## config.mk

```make
export PLATFORM = sky130hd
export DESIGN_NAME = snoop_coh_line
export DESIGN_NICKNAME = d
export VERILOG_FILES = /design/src/rtl/snoop_coh_line.sv
export SDC_FILE = /design/constraint.sdc
export NUM_CORES = 1
export LEC_CHECK = 0
export ABC_AREA = 1
export BUFFER_PORTS_ARGS = -buffer_cell sky130_fd_sc_hd__buf_2
export CAP_MARGIN = 25
export CORE_AREA = 2 2 39 41
export CTS_CLUSTER_DIAMETER = 150
export CTS_CLUSTER_SIZE = 14
export DETAILED_ROUTE_END_ITERATION = 7
export DIE_AREA = 0 0 41 43
export GPL_TIMING_DRIVEN = 0
export PLACE_DENSITY = 0.61
export SLEW_MARGIN = 30
export SYNTH_ARGS = -nofsm -noshare
export SYNTH_HDL_FRONTEND = slang
export SYNTH_SLANG_ARGS = --single-unit
```

## constraint.sdc

```tcl
create_clock -name clk -period 2.6 [get_ports clk]
set_input_delay 0.52 -clock clk [delete_from_list [all_inputs] [get_ports clk]]
set_output_delay 0.52 -clock clk [all_outputs]
set_load 0.02 [all_outputs]
```

## src/rtl/snoop_coh_line.sv

```systemverilog
module snoop_coh_line #(
  parameter int PROTO = 2
) (
  input  logic       clk,
  input  logic       rst_n,
  input  logic       cpu_rd,
  input  logic       cpu_wr,
  output logic       cpu_ack,
  output logic       cpu_stall,
  output logic       bus_req,
  output logic [1:0] bus_cmd,
  input  logic       bus_done,
  input  logic       bus_shared,
  input  logic       snp_valid,
  input  logic [2:0] snp_cmd,
  output logic       flush_mem,
  output logic       flush_c2c,
  output logic [2:0] line_state
);
  localparam logic [2:0] ST_I = 3'd0, ST_S = 3'd1, ST_E = 3'd2, ST_O = 3'd3, ST_M = 3'd4;
  localparam logic [1:0] CMD_RD = 2'd0, CMD_RDX = 2'd1, CMD_UPG = 2'd2;
  localparam bit HAS_E = (PROTO != 0);
  localparam bit HAS_O = (PROTO == 2);

  logic [2:0] st, nxt, snp_nxt;
  logic       req, hit, sn_rd, sn_rdx, sn_upg, fm, fc;

  assign req     = cpu_rd | cpu_wr;
  assign hit     = cpu_wr ? (st == ST_M || st == ST_E) : (st != ST_I);
  assign bus_req = req && !hit;
  assign bus_cmd = !cpu_wr ? CMD_RD : (st == ST_I ? CMD_RDX : CMD_UPG);
  assign cpu_ack   = req && !snp_valid && (hit || bus_done);
  assign cpu_stall = req && !cpu_ack;

  assign sn_rd  = (snp_cmd == 3'd0);
  assign sn_rdx = (snp_cmd == 3'd1);
  assign sn_upg = (snp_cmd == 3'd2);

  always_comb begin
    snp_nxt = st;
    fm = 1'b0;
    fc = 1'b0;
    case (st)
      ST_M: begin
        if (sn_rd) begin
          if (HAS_O) begin fc = 1'b1; snp_nxt = ST_O; end
          else       begin fm = 1'b1; snp_nxt = ST_S; end
        end else if (sn_rdx || sn_upg) begin
          if (HAS_O) fc = 1'b1;
          else       fm = 1'b1;
          snp_nxt = ST_I;
        end
      end
      ST_O: begin
        if (sn_rd)       fc = 1'b1;
        else if (sn_rdx) begin fc = 1'b1; snp_nxt = ST_I; end
        else if (sn_upg) snp_nxt = ST_I;
      end
      ST_S, ST_E: begin
        if (sn_rd)                 snp_nxt = ST_S;
        else if (sn_rdx || sn_upg) snp_nxt = ST_I;
      end
      default: snp_nxt = st;
    endcase
  end

  assign flush_mem = snp_valid && fm;
  assign flush_c2c = snp_valid && fc;

  always_comb begin
    nxt = st;
    if (snp_valid)        nxt = snp_nxt;
    else if (cpu_ack) begin
      if (cpu_wr)         nxt = ST_M;
      else if (st == ST_I) nxt = (HAS_E && !bus_shared) ? ST_E : ST_S;
    end
  end

  always_ff @(posedge clk) begin
    if (!rst_n) st <= ST_I;
    else        st <= nxt;
  end

  assign line_state = st;

  a_r4_write_done_mod: assert property (@(posedge clk) disable iff (!rst_n)
    cpu_ack && cpu_wr |=> line_state == ST_M);
  a_r5_excl_write: assert property (@(posedge clk) disable iff (!rst_n)
    line_state == ST_E && cpu_wr && !snp_valid |=> line_state == ST_M && !$past(bus_req));
  a_r6_mod_snoop_rd: assert property (@(posedge clk) disable iff (!rst_n)
    line_state == ST_M && snp_valid && snp_cmd == 3'd0 |=> line_state == (HAS_O ? ST_O : ST_S));
  a_r8_snoop_inval: assert property (@(posedge clk) disable iff (!rst_n)
    snp_valid && (snp_cmd == 3'd1 || snp_cmd == 3'd2) |=> line_state == ST_I);
  a_r9_inv_holds: assert property (@(posedge clk) disable iff (!rst_n)
    line_state == ST_I && snp_valid |=> line_state == ST_I);
  a_r10_one_flush: assert property (@(posedge clk) disable iff (!rst_n)
    $onehot0({flush_mem, flush_c2c}));

  always @(posedge clk)
    if (rst_n && PROTO == 0) a_r11_no_excl_msi: assert (line_state != ST_E);
endmodule

```

# After elaboration in Yosys (flattened, before gate mapping)
# Index checks and enable logic that the tools add are counted.
# op_classes
n_eq_ne	9
muxes	20
bitwise_logic	1
reduce_logical	18
# op_table
cell	n
2-to-1 mux 3 bit	10
equality test 3 x 2 -> 1 bit (second input constant)	3
case mux 3 bit (3 select lines)	1
equality test 3 x 1 -> 1 bit (second input constant)	2
zero test 3 bit	2
2-to-1 mux 2 bit	3
nonzero test 3 bit	2
logical AND 1 bit	5
2-to-1 mux 1 bit	5
AND reduction 5 bit	1
!= test 4 x 1 -> 1 bit (second input constant)	1
!= test 4 bit (second input constant)	1
equality test 3 bit (second input constant)	1
zero test 1 bit	3
logical OR 1 bit	3
!= test 3 bit (second input constant)	1
case mux 1 bit (2 select lines)	1
nonzero test 2 bit	1
OR reduction 2 bit	1
OR 1 bit	1
# totals
regBits	3
in_bits	10
output_inout_bits	10
wordCells	49

# Depth between registers and ports, before layout
# Gate-level depths: netlist of run 1.
# logic_depth
ltp_word	7
depth_mapped	11
depth_no_buf	11

# Worst setup path after synthesis of run 1
# No wires, ideal clock.
# synth_path
path_kind	register -> output
from	register st[1] (netlist: line_state[1])
to	output cpu_stall
arrival_time_ps	1446
path_slack_ps	634
path_stages_with_launch	10
path_buffers	0
path_cell_list	dfxtp_1 > inv_1 > nand2_2 > inv_2 > nand2_4 > nand2_2 > nand2_2 > nand2_1 > nor2_1 > nor2_1
# synth_between
elab_chain_len	7
word_cells_on_any_way	9
# synth_lines
item	line	text
start, declared	25	logic [2:0] st, nxt, snp_nxt;
start signal, assigned	81	else st <= nxt;
equality test 3 bit or equality test 3 x 2 -> 1 bit (tied branches)	29	assign hit = cpu_wr ? (st == ST_M || st == ST_E) : (st != ST_I);
logical OR 1 bit	29	
2-to-1 mux 1 bit (*)	29	
logical OR 1 bit (*)	32	assign cpu_ack = req && !snp_valid && (hit || bus_done);
logical AND 1 bit (*)	32	
named net cpu_ack	8	output logic cpu_ack,
zero test 1 bit (*)	33	assign cpu_stall = req && !cpu_ack;
logical AND 1 bit (*)	33	
end, declared	9	output logic cpu_stall,
# The timed path passes the listed nets; every way through them passes the cells marked *.

# Worst setup path after layout of run 1
# layout_path
from	register st[1] (netlist: line_state[1])
to	output cpu_stall
# layout_between
elab_chain_len	7
word_cells_on_any_way	9
# layout_lines
item	line
equality test 3 bit or equality test 3 x 2 -> 1 bit (tied branches)	29
logical OR 1 bit	29
2-to-1 mux 1 bit (*)	29
logical OR 1 bit (*)	32
logical AND 1 bit (*)	32
zero test 1 bit (*)	33
logical AND 1 bit (*)	33
# Every way passes the cells marked *; elsewhere a longest branch is shown, timed or not.

==> out/summary.txt, run 1 <==
run status -> complete, no violations
GRT met1 Usage -> 18.6%
hpwl dp -> 857 µm
Setup violations, final -> 0
GRT Total Usage -> 13.3%
hold_buf cts -> 0
M3 GR Usage -> 0%
Tmin final -> 1.93 ns
area leader, netlist -> nand2_1
clock sinks -> 3
CTS Buf Count -> 3
CP max FO -> 4
DR pass1 iterations -> 4
CTS Buffer Depth -> 2
IO Pins -> 20
syn_area_per_cell -> 5.44 µm²
RSZ-0062 raised after global routing -> false
Arr. time, crit path -> 1.41 ns
Pleak -> 0.312 nW
Max Slew Vio Count -> 0
Root Buffer -> clkbuf_4
DIE WIDTH -> 41 µm
Setup TNS -> 0 ns
Commonest cells post-synth -> 19 x nand2_1, 11 x nor2_1, 8 x nand2_2
fin crit share -> 74.1%
Core Area -> 1380 µm²
n_diodes -> 0
DP Cell Count -> 111
area delta synth->final -> 32.5%
critical path class -> flop to output pin
Die H -> 43 µm
Avg WL per Cell -> 8.74 µm
busiest layer in global routing -> met2
top achievable clock speed -> 519 MHz
worst hold slack -> 0.536 ns
top-count cell post-synth -> nand2_1
largest family of logic cells by synthesized area -> simple AND/OR/NAND/NOR gates
Post-Synth XOR/XNOR Area -> 0%
skew final -> 0.000295 ns
Synth Area in Adders -> 0%
vias -> 529
TritonCTS clock tree -> done
Netlist cell types -> 17
port buffer count -> 18
initial core utilization -> 30.3%
ranking of synthesized cells by area -> nand2_1 17%, dfxtp_1 14%, nand2_2 12%
insertion delay to the later sink of the worst-skew pair -> 0.23 ns
synthesized instance count -> 77
num rows -> 14
Iter 0 DRT Violations -> 10
fraction of layout cells with a size suffix above 1 -> 41.4%
Hold Crit Class -> input pin to flop
max capacitance violation total -> 0
Final Hold Vio Count -> 0
Resize count post-CTS -> 0
Largest register FFs -> 3
Synth Flop Type -> dfxtp_1
RePlAce Congestion -> 0.824
Final Non-Filler Cells -> 115
Worst EP required -> 2.08 ns
routed wire length -> 1010 µm
Post-Syn Nets -> 87
setup repair bufs after CTS -> 0
IR drop worst, VDD -> 316 µV
pin count of the biggest net entering global routing -> 7
mux cell area share after synthesis -> 0%
H-tree depth -> 1
vias in the first global route -> 435
Async SR Flop Fraction -> 0%
Crit. End Element -> output pin
sequential-to-total area share from yosys stat -> 14.3%
DRC Markers -> 0
FF+latch count, synth -> 3
FILL cells -> 159
vias per cell -> 4.60
GRT overflow -> 0
Synthesis Warnings -> 0
Die Area -> 1760 µm²
Mapped Area -> 419 µm²
GRT met2 Usage -> 19.7%
clk slew on worst S/H paths -> 0.04 ns
synthesized-area fraction occupied by and/or/nand/nor cells -> 58.5%
post-synthesis compound-gate area fraction -> 13.7%
crit start category -> flop
fin nets -> 110
initial antenna violation count -> 0
antenna-violating nets left -> 0
number of synthesized flops with an enable pin -> 0
first-pass GRT wire length -> 1660 µm
pwr dens -> 893 nW/µm²
top-area cell type share of the netlist area -> 17.0%
## power by group
| part | internal, mW | total [mW] | switching (mW) |
|---|---|---|---|
| Clock | 0.0574 | 0.0801 | 0.0227 |
| Combinational | 0.116 | 0.339 | 0.223 |
| Sequential | 0.0614 | 0.0771 | 0.0157 |
## final timing paths
check / start / end / slack [ns] / depth (start not counted)
worst max-delay path: line_state[1]$_SDFFE_PN0P_ / cpu_stall / 0.67 / 10
worst min-delay path: rst_n / line_state[2]$_SDFFE_PN0P_ / 0.54 / 3
worst max register to register: line_state[1]$_SDFFE_PN0P_ / line_state[0]$_SDFFE_PN0P_ / 1.34 / 11
worst min register to register: line_state[2]$_SDFFE_PN0P_ / line_state[2]$_SDFFE_PN0P_ / 0.55 / 2
## final cells by class
class                           instances  area (µm²)  share of cell area (%)
Buffer                                  1        7.51                    1.35
Clock buffer                            4        26.3                    4.73
Inverter                               12        45.0                    8.11
Multi-Input combinational cell         61         307                    55.2
Sequential cell                         3        60.1                    10.8
Tap cell                               16        20.0                    3.60
Timing Repair Buffer                   18        90.1                    16.2
## per-stage QoR
step / power [mW] / instance area [µm²] / worst slack [ns] / util (%)
5_1_grt: 0.545 / 556 / 0.533 / 40.1
6_report: 0.496 / 556 / 0.672 / 40.1
2_1_floorplan: 0.338 / 419 / 0.634 / -
3_3_place_gp: 0.416 / 529 / 0.815 / 38.2
4_1_cts: 0.505 / 556 / 0.659 / 40.1
3_5_place_dp: 0.419 / 529 / 0.819 / 38.2
## cell families (layout without fill, tap and decap cells)
logic type             count (synthesis)  in the layout
and+or+nand+nor                       50             50
buffers and inverters                 13             35
AOI/OAI and AO/OA                     10             10
DFF                                    3              3
other                                  1              1
## metal layers
layer | vias to the layer above | share of wire (%)
met5 | - | 0
met4 | 0 | 0
met3 | 0 | 2.9
met2 | 9 | 49
met1 | 236 | 48
li1 | 284 | -
## layout by cell type, fill, tap and decap left out, drive strengths merged
cell	n
nand2	28
buf	19
nor2	14
inv	12
nand3	8
a21oi	5
clkbuf	4
o21ai	3
dfxtp	3
a31oi	1
a211oi	1
conb	1
## worst max-delay path, stage by stage (launching register included)
cell,delay (ns)
dfxtp_1,0.37
inv_1,0.10
nand2_2,0.09
inv_2,0.06
nand2_4,0.07
nand2_2,0.05
nand2_2,0.08
nand2_1,0.05
nor2_1,0.10
nor2_1,0.05
buf_2,0.16
(Power assumes the default switching activity.)
==> inputs of run 2 (changes only) <==
ABC_AREA = 0   (was 1)
clock period = 1.7 ns   (was 2.6 ns; I/O delays follow)
==> run 2 against run 1 <==
  * Synthesized cell count fell by 30%
  * Register-to-register slack got worse by 1.3 ns
  * Critical path depth fell by 6
  * Sequential power rose by 31%
  * Clock skew rose by 0.0027 ns
  * First-iteration DRC count rose by 20%
  * Design area rose by 11%
  * Clock power rose by 55%
  * Global-route usage rose by 1.1 points
  * Sequential share of layout area rose by 0.37 points
  * Total power rose by 1.7%
  * The run now ends with negative setup slack left
==> out/summary.txt, run 2 <==
clock power share -> 24.5% (+8.4 points)
register area -> 68.8 µm² (+15%)
Final Hold Vio Count -> 0 (unchanged)
vias in the first global route -> 446 (+2.5%)
CP max-delay cell -> dfxtp_4
fraction of layout cells with a size suffix above 1 -> 49.4% (+8.0 points)
most common cell after layout, fill and taps aside -> buf_2
Worst path max stage delay -> 0.35 ns (-0.02 ns)
FF+latch count, synth -> 3 (unchanged)
Core Area -> 1380 µm² (unchanged)
GRT met1 Usage -> 18.3% (-0.32 points)
Hold Crit Class -> input pin to flop
pin count of the biggest net entering global routing -> 11 (+4)
number of synthesized flops with an enable pin -> 0 (unchanged)
Gate power share -> 55.4% (-13 points)
CP Buf/Inv Count -> 1 (-2)
first-pass GRT wire length -> 1780 µm (+7.5%)
ranking of synthesized cells by area -> dfxtp_1 15%, nor2b_1 6.4%, a21o_1 5.8%
CTS Buf Count -> 3 (unchanged)
Reg power frac -> 20.1% (+4.6 points)
Netlist cell types -> 35 (+18)
run status -> finished, violations left
hpwl dp -> 699 µm (-18%)
syn_area_per_cell -> 7.21 µm² (+32%)
Avg WL per Cell -> 11.9 µm (+36%)
antenna-violating nets left -> 0 (unchanged)
Mapped Area -> 389 µm² (-7.2%)
Multi-input gate area -> 323 µm² (+5.3%)
Die H -> 43 µm (unchanged)
RSZ-0062 raised after global routing -> true
DR pass1 iterations -> 4 (unchanged)
n_diodes -> 0 (unchanged)
Final Util -> 44.5% (+4.3 points)
top-area cell type share of the netlist area -> 15.4% (-1.6 points)
Place WS -> -0.0122 ns (-0.831 ns)
Crit. End Element -> output pin
fin crit share -> 104%
fin area -> 616 µm² (+11%)
critical path cell sequence -> a21o_1 > a311oi_2 > nor2b_2 > buf_6
Synthesis Warnings -> 0 (unchanged)
Arr. time, crit path -> 1.43 ns (+0.02 ns)
Iter 0 DRT Violations -> 12 (+2)
fin nets -> 90 (-18%)
port buffer count -> 16 (-2)
TritonCTS clock tree -> done
Sw Pwr -> 0.204 mW (-22%)
FILL cells -> 144 (-9.4%)
RePlAce Congestion -> 0.700 (-15%)
synthesized instance count -> 54 (-30%)
Tmin final -> 1.77 ns
Commonest cells post-synth -> 5 x nand2_1, 4 x nor2_1, 4 x nor2b_1
Setup WS post-layout -> -0.0696 ns (-0.742 ns)
Worst EP required -> 1.36 ns (-0.72 ns)
GRT Total Usage -> 14.4% (+1.1 points)
busiest layer in global routing -> met2
GRT overflow -> 0 (unchanged)
Max Slew Vio Count -> 0 (unchanged)
crit start category -> flop
M3 GR Usage -> 8.38% (+8.4 points)
clock sinks -> 3 (unchanged)
DIE WIDTH -> 41 µm (unchanged)
vias per cell -> 5.09 (+11%)
Pleak -> 0.283 nW (-9.3%)
sw frac -> 40.3% (-12 points)
IO Pins -> 20 (unchanged)
delay-heaviest family, CP -> compound AO/OA/AOI/OAI gates
Async SR Flop Fraction -> 0% (unchanged)
critical path class -> flop to output pin
pwr dens -> 820 nW/µm² (-8.2%)
Largest register FFs -> 3 (unchanged)
most frequent cells in the layout -> 13 x buf_2, 8 x buf_4, 5 x nand2_1
initial core utilization -> 28.1% (-2.2 points)
CP max FO -> 4 (unchanged)
area delta synth->final -> 58.2%
top-count cell post-synth -> nand2_1
CTS Buffer Depth -> 2 (unchanged)
Post-Syn Nets -> 64 (-26%)
area leader, netlist -> dfxtp_1
DP Area -> 492 µm² (-7.1%)
IR drop worst, VDD -> 511 µV (+62%)
violated checks -> negative setup slack
max capacitance violation total -> 0 (unchanged)
routed wire length -> 1130 µm (+13%)
vias -> 484 (-8.5%)
sequential-to-total area share from yosys stat -> 15.4% (+1.1 points)
Pint -> 0.301 mW (+28%)
insertion delay to the later sink of the worst-skew pair -> 0.23 ns (about the same)
Setup violations, final -> 1 (+1)
skew final -> 0.00297 ns (+0.00267 ns)
clk slew on worst S/H paths -> 0.04 ns (about the same)
num rows -> 14 (unchanged)
hold_buf cts -> 0 (unchanged)
Synth Flop Type -> dfxtp_1
top achievable clock speed -> 565 MHz
Die Area -> 1760 µm² (unchanged)
initial antenna violation count -> 0 (unchanged)
Root Buffer -> clkbuf_4
H-tree depth -> 1 (unchanged)
DRC Markers -> 0 (unchanged)
GRT met2 Usage -> 20.9% (+1.3 points)
-- run 2: cell types whose count changed after synthesis, moves of 2 or more --
cell and change:
a21oi_1 -3, inv_1 -4, nand2_2 -8, nand2_1 -14
inv_2 -5, nor2_1 -7, a21o_1 +3, nor2b_1 +4
and2_1 +2, nor2_2 -3, nand3_1 -6, nor3_1 +2
-- run 2: per-layer routing --
layer / vias up / share of wire, %
li1: 243 / -
met1: 225 / 41
met2: 16 / 52
met3: 0 / 7.2
met4: 0 / 0
met5: - / 0
-- run 2: per-stage QoR --
| stage | instances | setup TNS (ns) | power (mW) | hold slack [ns] |
|---|---|---|---|---|
| 5_1_grt | 95 | -0.261 | 0.553 | 0.381 |
| 6_report | 95 | -0.0696 | 0.505 | 0.394 |
| 3_5_place_dp | 86 | -0.0122 | 0.330 | 0.618 |
| 3_3_place_gp | 86 | 0 | 0.328 | 0.615 |
| 4_1_cts | 93 | -0.0759 | 0.469 | 0.372 |
| 2_1_floorplan | 54 | 0 | 0.267 | 0.473 |
-- run 2: final cells by class --
type	count	area share (%)
clock buffers	4	4.27
inverters	3	1.83
flip-flops and latches	3	11.2
well taps	16	3.25
plain buffers	3	2.44
repair buffers	23	24.6
multi-input cells	43	52.4
-- run 2: worst paths after layout --
kind / cells after the start / endpoint / from / slack (ns)
max reg2reg: 7 / line_state[0]$_SDFFE_PN0P_ / line_state[2]$_SDFFE_PN0P_ / 0.07
min reg2reg: 1 / line_state[1]$_SDFFE_PN0P_ / line_state[1]$_SDFFE_PN0P_ / 0.56
max: 4 / cpu_ack / line_state[2]$_SDFFE_PN0P_ / -0.07
min: 2 / line_state[1]$_SDFFE_PN0P_ / rst_n / 0.39
-- run 2: what timing repair did --
item / in CTS / in global routing
resized for setup: 7 / 10
setup endpoints to repair: 3 / 6
buffers inserted: 5 / 2
pin swaps: 2 / 3
gates cloned: 0 / 0
hold endpoints to repair: 0 / 0
-- run 2: power groups by stage --
stage / Sequential [mW] / Clock (mW) / Combinational, mW
floorplan: 0.100 / 0 / 0.167
global placement: 0.0885 / 0 / 0.240
detailed placement: 0.0890 / 0 / 0.241
CTS: 0.101 / 0.131 / 0.237
global route: 0.103 / 0.145 / 0.305
finish: 0.101 / 0.124 / 0.280
-- run 2: cells by family after synthesis --
logic type	count (synthesis)	synth area share (%)
compound gates	18	38.6
xor+xnor	2	4.50
buf+inv	8	10.9
flops	3	15.4
other cells	1	0.964
simple gates	22	29.6
-- run 2: worst register-to-register path, stage by stage, from the launching register on --
cell,delay (ns)
dfxtp_4,0.35
buf_4,0.15
nand3b_1,0.20
buf_6,0.15
a22oi_2,0.19
o2bb2ai_4,0.11
and3_4,0.19
a31o_1,0.17
==> inputs of run 3 (changes only) <==
CORE_AREA = 3 3 40 42   (was 2 2 39 41)
DIE_AREA = 0 0 43 45   (was 0 0 41 43)
==> run 3 against run 2 <==
  * The flow still finishes with violations (negative setup slack)
  * Clock skew decreased by 0.0026 ns
  * Final cell count fell by 2.1%
  * Die area increased by 9.8%
  * Setup slack improved by 0.0030 ns
  * Sequential power grew 5%
  * Global-route usage decreased by 2.5 points
  * Combinational power fell by 6%
  * Count of clock-buffer cells in the layout did not move
  * Worst hold slack got worse by 0.020 ns
  * Fmax up 0.17%
  * Via count fell by 0.41%
==> out/summary.txt, run 3 (synthesized netlist as in run 2, its figures left out) <==
Pleak -> 0.278 nW (-1.8%)
RSZ-0062 raised after global routing -> true
Reg-to-Reg End -> line_state[0]$_SDFFE_PN0P_
initial core utilization -> 30.3% (+2.2 points)
run status -> finished, violations left
DIE WIDTH -> 43 µm (+4.9%)
Hold Crit Class -> input pin to flop
IR drop worst, VDD -> 447 µV (-13%)
fin area -> 588 µm² (-4.5%)
insertion delay to the later sink of the worst-skew pair -> 0.24 ns (about the same)
CP max-delay cell -> dfxtp_4
Worst path max stage delay -> 0.36 ns (about the same)
Die H -> 45 µm (+4.7%)
Max Slew Vio Count -> 0 (unchanged)
CP max FO -> 6 (+2)
CTS Buffer Depth -> 2 (unchanged)
TritonCTS clock tree -> done
clock sinks -> 3 (unchanged)
Iter 0 DRT Violations -> 5 (-7)
fin crit share -> 104% (-0.18 points)
initial antenna violation count -> 0 (unchanged)
most frequent cells in the layout -> 14 x buf_2, 8 x buf_4, 5 x nand2_1
Crit. End Element -> output pin
Arr. time, crit path -> 1.43 ns (about the same)
skew final -> 0.000317 ns (-0.00265 ns)
Root Buffer -> clkbuf_4
DRC Markers -> 0 (unchanged)
violated checks -> negative setup slack
most common cell after layout, fill and taps aside -> buf_2
GRT Total Usage -> 11.9% (-2.5 points)
IO Pins -> 20 (unchanged)
FILL cells -> 141 (-2.1%)
Core Area -> 1280 µm² (-7.1%)
CTS Buf Count -> 3 (unchanged)
Tmin final -> 1.77 ns (-0.00303 ns)
top achievable clock speed -> 566 MHz (+0.17%)
H-tree depth -> 1 (unchanged)
Hold EP -> line_state[1]$_SDFFE_PN0P_
port buffer count -> 16 (unchanged)
critical path cell sequence -> a21o_1 > a311oi_2 > nor2b_2 > buf_6
RR Startpoint -> line_state[2]$_SDFFE_PN0P_
RePlAce Congestion -> 0.723 (+3.3%)
Setup TNS -> -0.0666 ns (+0.00303 ns)
antenna-violating nets left -> 0 (unchanged)
Place WS -> -0.0158 ns (-0.00359 ns)
GRT overflow -> 0 (unchanged)
num rows -> 13 (-1)
pwr dens -> 842 nW/µm² (+2.7%)
routed wire length -> 1110 µm (-1.9%)
Avg WL per Cell -> 11.9 µm (+0.17%)
power after layout -> 0.495 mW (-1.9%)
max capacitance violation total -> 0 (unchanged)
hpwl dp -> 808 µm (+16%)
hold path depth -> 2 (unchanged)
Multi-input gate area -> 314 µm² (-2.7%)
register area -> 68.8 µm² (unchanged)
crit start category -> flop
DP Area -> 490 µm² (-0.25%)
DR pass1 iterations -> 4 (unchanged)
vias in the first global route -> 422 (-5.4%)
critical path class -> flop to output pin
Final Hold Vio Count -> 0 (unchanged)
fin nets -> 89 (-1.1%)
first-pass GRT wire length -> 1740 µm (-2.4%)
Setup violations, final -> 1 (unchanged)
Final Util -> 45.8% (+1.3 points)
R2R cell count -> 7 (unchanged)
vias -> 482 (-0.41%)
reg2reg setup slack -> 0.04 ns (-0.03 ns)
fraction of layout cells with a size suffix above 1 -> 47.4% (-1.9 points)
area delta synth->final -> 51.1%
vias per cell -> 5.18 (+1.7%)
n_diodes -> 0 (unchanged)
Worst EP required -> 1.36 ns (about the same)
Setup WS post-layout -> -0.0666 ns (+0.00303 ns)
hold wc startpoint -> rst_n
Largest register FFs -> 3 (unchanged)
pin count of the biggest net entering global routing -> 11 (unchanged)
clk slew on worst S/H paths -> 0.04 ns (about the same)
Die Area -> 1940 µm² (+9.8%)
-- run 3: worst max path at each step --
| stage | end | start | cells after the start |
|---|---|---|---|
| 6_report | cpu_ack | line_state[2]$_SDFFE_PN0P_ | 4 |
| 5_1_grt | cpu_ack | line_state[2]$_SDFFE_PN0P_ | 4 |
| 4_1_cts | cpu_ack | line_state[2]$_SDFFE_PN0P_ | 4 |
| 3_5_place_dp | cpu_ack | line_state[2]$_SDFFE_PN0P_ | 5 |
| 3_3_place_gp | cpu_ack | line_state[2]$_SDFFE_PN0P_ | 5 |
| 2_1_floorplan | cpu_ack | line_state[2]$_SDFFE_PN0P_ | 4 |
-- run 3: worst max-delay path: cells and delay by family (launching register included) --
kind                   cells  cell delay (ns)
AOI/OAI and AO/OA          2             0.50
DFF                        1             0.36
and+or+nand+nor            1             0.21
buffers and inverters      1             0.12
-- run 3: stage by stage --
| step | hold WS, ns | std cells |
|---|---|---|
| after floorplan | 0.473 | 54 |
| after detailed placement | 0.615 | 85 |
| after global routing | 0.375 | 93 |
| after global placement | 0.612 | 85 |
| final | 0.375 | 93 |
| after CTS | 0.368 | 91 |
-- run 3: per-layer routing --
metal	part of all wire, %	track usage (%)	vias to the layer above
li1	-	-	239
met1	41	13.9	222
met2	49	18.6	16
met3	6.5	4.38	5
met4	2.9	7.23	0
met5	0	0	-
-- run 3: where the power goes --
part,switching [mW],total (mW),leakage [nW],internal (mW)
Combinational,0.140,0.262,0.237,0.122
Clock,0.0395,0.128,0.0150,0.0881
Sequential,0.0223,0.106,0.0264,0.0836
Total,0.201,0.495,0.278,0.294
-- run 3: layout make-up --
class                           count  area share, %
Clock buffer                        4           4.47
Buffer                              3           2.55
Inverter                            3           1.91
Tap cell                           15           3.19
Sequential cell                     3           11.7
Multi-Input combinational cell     43           53.4
Timing Repair Buffer               22           22.8
-- run 3: what timing repair did --
item / in CTS / in global routing
setup endpoints to repair: 3 / 6
pin swaps: 2 / 4
buffers inserted: 4 / 2
hold buffers: 0 / 0
gates resized for setup: 6 / 7
